## src/rtl/dbg_dr_pkg.sv

```systemverilog
package dbg_dr_pkg;

  // Low field positions; the high field holds the control word.
  localparam int IGN_POS  = 0;
  localparam int HOLD_POS = 1;
  localparam int BRK_POS  = 2;
  localparam int FLAG_N   = 3;

  typedef enum logic [1:0] {
    OP_IDLE    = 2'd0,
    OP_CAPTURE = 2'd1,
    OP_SHIFT   = 2'd2,
    OP_UPDATE  = 2'd3
  } dr_op_e;

  // The register acts only when selected. At most one TAP strobe is
  // legal at a time; capture wins, then shift, then update.
  function automatic dr_op_e decode_op(input logic sel, input logic cap,
                                       input logic sh, input logic up);
    if (!sel)     return OP_IDLE;
    else if (cap) return OP_CAPTURE;
    else if (sh)  return OP_SHIFT;
    else if (up)  return OP_UPDATE;
    else          return OP_IDLE;
  endfunction

endpackage

```

## src/rtl/dbg_dr_chain.sv

```systemverilog
module dbg_dr_chain #(
  parameter int WORD_W = 32,
  localparam int CHAIN_W = WORD_W + dbg_dr_pkg::FLAG_N
) (
  input  logic                 tck,
  input  logic                 trst_n,
  input  dbg_dr_pkg::dr_op_e   op,
  input  logic                 tdi,
  input  logic [WORD_W-1:0]    cur_word,
  output logic [CHAIN_W-1:0]   chain,
  output logic                 tdo
);
  import dbg_dr_pkg::*;

  // The image captured from the current word: hold forced to one,
  // break and the unused bit cleared.
  function automatic logic [CHAIN_W-1:0] capture_image(input logic [WORD_W-1:0] w);
    logic [CHAIN_W-1:0] img;
    img = '0;
    img[CHAIN_W-1:FLAG_N] = w;
    img[HOLD_POS] = 1'b1;
    return img;
  endfunction

  // One step toward TDO; serial input enters at the top.
  function automatic logic [CHAIN_W-1:0] shift_step(input logic [CHAIN_W-1:0] c,
                                                    input logic din);
    return {din, c[CHAIN_W-1:1]};
  endfunction

  logic [CHAIN_W-1:0] chain_q;
  logic               tdo_q;

  always_ff @(posedge tck or negedge trst_n) begin
    if (!trst_n) begin
      chain_q <= '0;
    end else begin
      case (op)
        OP_CAPTURE: chain_q <= capture_image(cur_word);
        OP_SHIFT:   chain_q <= shift_step(chain_q, tdi);
        default:    chain_q <= chain_q;
      endcase
    end
  end

  // Output stage on the falling edge, half a cycle after the shift.
  always_ff @(negedge tck or negedge trst_n) begin
    if (!trst_n) tdo_q <= 1'b0;
    else         tdo_q <= chain_q[IGN_POS];
  end

  assign chain = chain_q;
  assign tdo   = tdo_q;
endmodule

```

## src/rtl/dbg_dr_latch.sv

```systemverilog
module dbg_dr_latch #(
  parameter int WORD_W = 32
) (
  input  logic                 tck,
  input  logic                 trst_n,
  input  dbg_dr_pkg::dr_op_e   op,
  input  logic [WORD_W-1:0]    new_word,
  input  logic                 new_brk,
  input  logic                 new_hold,
  output logic [WORD_W-1:0]    word,
  output logic                 brk,
  output logic                 hold
);
  import dbg_dr_pkg::*;

  logic [WORD_W-1:0] word_q;
  logic              brk_q;
  logic              hold_q;

  always_ff @(posedge tck or negedge trst_n) begin
    if (!trst_n) begin
      word_q <= '0;
      brk_q  <= 1'b0;
      hold_q <= 1'b0;
    end else if (op == OP_UPDATE) begin
      word_q <= new_word;
      brk_q  <= new_brk;
      hold_q <= new_hold;
    end
  end

  assign word = word_q;
  assign brk  = brk_q;
  assign hold = hold_q;
endmodule

```

## src/rtl/dbg_core_rst.sv

```systemverilog
module dbg_core_rst (
  input  logic ext_rst,
  input  logic hold,
  output logic core_rst
);
  // The pin and the held flag each keep the core in reset.
  always_comb core_rst = ext_rst | hold;
endmodule

```

## src/rtl/dbg_ctl_dr.sv

```systemverilog
module dbg_ctl_dr #(
  parameter int WORD_W = 32,
  localparam int CHAIN_W = WORD_W + dbg_dr_pkg::FLAG_N
) (
  input  logic              tck,
  input  logic              trst_n,
  input  logic              sel,
  input  logic              capture_dr,
  input  logic              shift_dr,
  input  logic              update_dr,
  input  logic              tdi,
  input  logic              ext_rst,
  output logic              tdo,
  output logic [WORD_W-1:0] ctl_word,
  output logic              brk_req,
  output logic              core_rst
);
  import dbg_dr_pkg::*;

  // Named internal events, visible to the bound checker.
  dr_op_e             op_w;
  logic [CHAIN_W-1:0] chain_w;
  logic               hold_w;
  logic [WORD_W-1:0]  upd_word_w;
  logic               upd_brk_w;
  logic               upd_hold_w;

  assign op_w       = decode_op(sel, capture_dr, shift_dr, update_dr);
  assign upd_word_w = chain_w[CHAIN_W-1:FLAG_N];
  assign upd_brk_w  = chain_w[BRK_POS];
  assign upd_hold_w = chain_w[HOLD_POS];

  dbg_dr_chain #(.WORD_W(WORD_W)) u_chain (
    .tck      (tck),
    .trst_n   (trst_n),
    .op       (op_w),
    .tdi      (tdi),
    .cur_word (ctl_word),
    .chain    (chain_w),
    .tdo      (tdo)
  );

  dbg_dr_latch #(.WORD_W(WORD_W)) u_latch (
    .tck      (tck),
    .trst_n   (trst_n),
    .op       (op_w),
    .new_word (upd_word_w),
    .new_brk  (upd_brk_w),
    .new_hold (upd_hold_w),
    .word     (ctl_word),
    .brk      (brk_req),
    .hold     (hold_w)
  );

  dbg_core_rst u_rst (
    .ext_rst  (ext_rst),
    .hold     (hold_w),
    .core_rst (core_rst)
  );
endmodule

```

## config.mk

```make
export PLATFORM = sky130hd
export DESIGN_NAME = dbg_ctl_dr
export DESIGN_NICKNAME = d
export VERILOG_FILES = /design/src/rtl/dbg_dr_pkg.sv /design/src/rtl/dbg_dr_chain.sv /design/src/rtl/dbg_dr_latch.sv /design/src/rtl/dbg_core_rst.sv /design/src/rtl/dbg_ctl_dr.sv
export SDC_FILE = /design/constraint.sdc
export NUM_CORES = 1
export LEC_CHECK = 0
export BUFFER_PORTS_ARGS = -buffer_cell sky130_fd_sc_hd__buf_4
export CAP_MARGIN = 30
export CELL_PAD_IN_SITES_DETAIL_PLACEMENT = 2
export CELL_PAD_IN_SITES_GLOBAL_PLACEMENT = 2
export CORE_ASPECT_RATIO = 2
export CORE_MARGIN = 4
export CORE_UTILIZATION = 35
export DETAILED_ROUTE_END_ITERATION = 8
export GPL_TIMING_DRIVEN = 0
export PLACE_DENSITY_LB_ADDON = 0.1
export SLEW_MARGIN = 20
export SYNTH_ARGS = -nofsm -noshare
export SYNTH_HDL_FRONTEND = slang
export SYNTH_SLANG_ARGS = --single-unit
export TNS_END_PERCENT = 50
```

## constraint.sdc

```tcl
create_clock -name tck -period 0.94 [get_ports tck]
set_clock_uncertainty 0.15 [all_clocks]
set_input_delay 0.094 -clock tck [delete_from_list [all_inputs] [get_ports tck]]
set_output_delay 0.094 -clock tck [all_outputs]
set_load 0.02 [all_outputs]
```

Word level (Yosys, flattened, before mapping)
Cells that the tools add are included.
Operators by class
  muxes and demuxes: 5
  eq/ne operators: 3
  reductions and logical operators: 1
  bitwise logic cells: 1
Operator list (count)
  35-bit one-hot mux with 2 select lines: 1
  2-bit 2-to-1 mux: 4
  2-bit equality test (second input constant): 2
  2-bit by 1-bit equality test with 1-bit output (second input constant): 1
  2-bit nonzero test: 1
  1-bit OR: 1
Storage, ports and cells
  bits in registers: 70
  output and inout bits: 35
  word-level logic and storage cells: 15
  bits of input ports: 8

Depth between registers and ports, before layout
  depth after elaboration: 6
  depth in mapped cells: 7

Cells and area by module
Synthesis repeated with hierarchy kept, for this count alone.
Second synthesis, totals
  cells, all modules: 233
  area total of the unflattened synthesis: 3108.0 um2
Modules (own cells, without submodules)
  dbg_dr_chain: seq. area each 900.9 um2, area each 1690.4 um2, times used 1, cells each 156
  dbg_dr_latch: seq. area each 850.8 um2, area each 1386.3 um2, times used 1, cells each 72
  dbg_ctl_dr: seq. area each 0.0 um2, area each 25.0 um2, times used 1, cells each 4
  dbg_core_rst: seq. area each 0.0 um2, area each 6.3 um2, times used 1, cells each 1

==> summary.txt <==
Detailed routing
  – Post-route ant nets: 0
  – Metal1 wirelength: 3.264 mm
  – WL met3: 208 µm
  – Vias after detailed routing: 2097
  – Per-cell routed wire length: roughly 22 µm
  – DRT Pass-1 Iters: 4
  – Routed wl met2: around 5.2 mm
  – DRC Markers: 0
  – Top layer in use: met4
  – DR vias/cell: 5.140
  – Initial DRC count: 102
  – Routed Wire Length: 8.794 mm

Power
  – Worst VDD drop: 1.518 mV
  – Total power: around 0.015 W
  – Leak pwr: 1.955 nW
  – Power Density: 3337 nW/µm²

Worst setup path
  – Cell count along the critical path: 1
  – Reg2Reg Depth: 0
  – FF-to-FF Start: u_chain.chain[0]
  – CP Class: reg2out
  – Buffer and inverter count on the worst path: 1
  – Critical path, cell by cell: buf_6
  – Worst reg2reg path endpoint: u_chain.tdo
  – Worst endpoint required time: 0.70 ns
  – Max FO, Critical Path: 1
  – Slowest stage cell, crit path: dfrtn_1
  – Element type at the critical path start: flip-flop
  – Slowest stage delay, CP: 0.40 ns
  – Worst EP arrival: 1.32 ns
  – CP top delay family: flip-flops
  – Crit end category: output port
  – R2R Setup Slk: -0.20 ns

Die
  – Row count: 48
  – # IOs: 43
  – CORE AREA: roughly 8600 µm²
  – Initial core utilization: a little over a third
  – Die outline area: 10550 µm²
  – Die Y: 141.3 µm
  – Die W: 74.68 µm

Flow run
  – Max-cap violations: 0

Synth
  – Seq/Total Area, Yosys: 56.29%
  – Synth Net Count: 244
  – Syn_area_per_cell: 13.36 µm²
  – Seq cells post-synth: 70
  – Post-Syn Area: approximately 3100 µm²
  – Synth warnings: 0
  – Netlist cell types: 20
  – Gate Count Post-Synth: 233

Timing
  – Hold slack final: -0.3763 ns
  – Slew margin rel.: 55.87%
  – Worst-margin pin slew: 0.6619 ns
  – Worst Setup Slack, final: -0.6200 ns
  – Final Hold Fails: between 70 and 80
  – Final-report setup violation count: 105
  – RSZ-0062 raised after global routing: true
  – Final Max Slew Viols: 0

Finish
  – Fill count: 811
  – Multi-input logic area: 1409 µm²
  – Utilization after layout: ~53%
  – # nets final: 314
  – Fraction of layout cells with a size suffix above 1: 52.27%
  – Area growth, synth to finish: 48.09%
  – Register area: roughly 1800 µm²
  – Ant diodes: 0

Clock network
  – Clock Tree Buf Depth: 2
  – TritonCTS Sinks: 70
  – Num CTS Buffers: 9
  – CTS tree: yes
  – H-tree lvl count: 3
  – Clk_lat worst skew: approximately 0.34 ns
  – Clk root buf: clkbuf_16
  – Clock transition at path regs: roughly 0.060 ns

Global route
  – First-pass GRT wire length: roughly 14 mm
  – Vias in the first global route: 2518
  – Largest net degree at the start of global routing: 71
  – GRT Resource Usage Total: 17.72%
  – GRT Residual Overflow: 0
  – Initial antenna violation count: 0

Placement
  – Dpl hpwl: 4.930 mm
  – Count of input and output buffers: 42
  – GP Congestion: 0.6797

Min path
  – Hold crit path type: in2async

Status
  – Failing checks: hold timing, setup timing
  – Status: complete, but fails checks
worst max-delay path by stage:
stage / startpoint / to / slack (ns)
after floorplan: update_dr / u_latch.word[10] / -0.45
after global routing: u_chain.tdo / tdo / -0.66
final: u_chain.tdo / tdo / -0.62
after CTS: u_chain.tdo / tdo / -0.63
after detailed placement: update_dr / u_chain.chain[6] / -0.83
after global placement: update_dr / u_chain.chain[8] / -0.73
state kept, by name (all words and copies together), names as in the netlist:
name           cells
u_chain.tdo        1
u_latch.word      32
u_chain.chain     35
u_latch.hold       1
u_latch.brk        1
per-stage QoR:
| step | std cells | instance area [µm²] | setup WS (ns) | TNS [ns] | hold slack, ns |
|---|---|---|---|---|---|
| detailed placement | 375 | 3600 | -0.8254 | -58.61 | 0.1409 |
| floorplan | 233 | 3159 | -0.4453 | -28.88 | -0.3516 |
| finish | 408 | 4608 | -0.6200 | -27.76 | -0.3763 |
| global route | 408 | 4608 | -0.6567 | -32.90 | -0.3234 |
| CTS | 406 | 4474 | -0.6345 | -27.71 | -0.3485 |
| global placement | 375 | 3600 | -0.7295 | -55.61 | 0.1393 |
kinds of logic (layout without fill, tap and decap cells):
family                     Yosys count  after routing  synth area share [%]
DFF                                 70             70                 56.29
muxes                               66             66                 26.22
and+or+nand+nor                     39             39                 5.067
AOI/OAI and AO/OA                   37             37                 6.072
buffers and inverters               18             93                 5.147
adders and majority gates            3              3                 1.206
cell type report:
type,instances,share of cell area (%)
buffer,13,4.507
tap,100,2.715
inverter,2,0.1629
sequential,70,38.12
clock inverter,7,2.145
timing repair buffer,62,16.89
clock buffer,9,4.887
multi-input combinational,145,30.57
cells in the mapped netlist:
| library cell | number | share of area, % |
|---|---|---|
| dfrtp_1 | 69 | 55 |
| nor2_1 | 34 | 4.1 |
| a21oi_1 | 32 | 5.1 |
| mux2i_1 | 32 | 10 |
| mux2_4 | 30 | 14 |
| buf_2 | 5 | 0.80 |
| buf_6 | 5 | 1.8 |
| mux2_2 | 4 | 1.4 |
| buf_12 | 3 | 1.9 |
| clkbuf_1 | 3 | 0.36 |
| ha_1 | 3 | 1.2 |
| o21ai_0 | 3 | 0.48 |
| inv_1 | 2 | 0.24 |
| nand3_1 | 2 | 0.32 |
| a31oi_1 | 1 | 0.20 |
| dfrtn_1 | 1 | 0.80 |
| nor2b_1 | 1 | 0.20 |
| nor3b_1 | 1 | 0.24 |
| o21a_1 | 1 | 0.24 |
| or2_2 | 1 | 0.20 |
timing repair:
| item | in CTS | in global routing |
|---|---|---|
| pin swaps | 24 | 19 |
| resized for setup | 76 | 46 |
| hold endpoints to repair | 70 | 70 |
| endpoints found under the setup margin | 106 | 105 |
| buffers inserted | 10 | 7 |
| cloned | 7 | 0 |
cells in the final DEF (no fill, tap or decap), types with 3 or more instances in the layout:
| cell | n |
|---|---|
| a21oi_1 | 25 |
| a21oi_2 | 7 |
| buf_12 | 9 |
| buf_16 | 4 |
| buf_4 | 8 |
| buf_6 | 44 |
| buf_8 | 7 |
| clkbuf_16 | 9 |
| clkinv_4 | 3 |
| dfrtp_1 | 65 |
| dfrtp_2 | 4 |
| mux2_4 | 34 |
| mux2i_1 | 19 |
| mux2i_2 | 8 |
| mux2i_4 | 5 |
| nor2_1 | 32 |
report_power, final:
| part | leakage (nW) | switching, W | internal [W] |
|---|---|---|---|
| logic | 1.00 | 0.00241 | 0.00333 |
| registers | 0.797 | 0.00157 | 0.00440 |
| clock network | 0.156 | 0.00134 | 0.00233 |
| total | 1.96 | 0.00531 | 0.0101 |
routing by layer:
layer  up-vias  global-route usage [%]
met1      1097                   19.42
met2        39                   32.71
met3        11                   2.979
met5         -                       0
met4         0                   6.567
li1        950                       -
No activity file was read; power rests on OpenSTA's default activity.
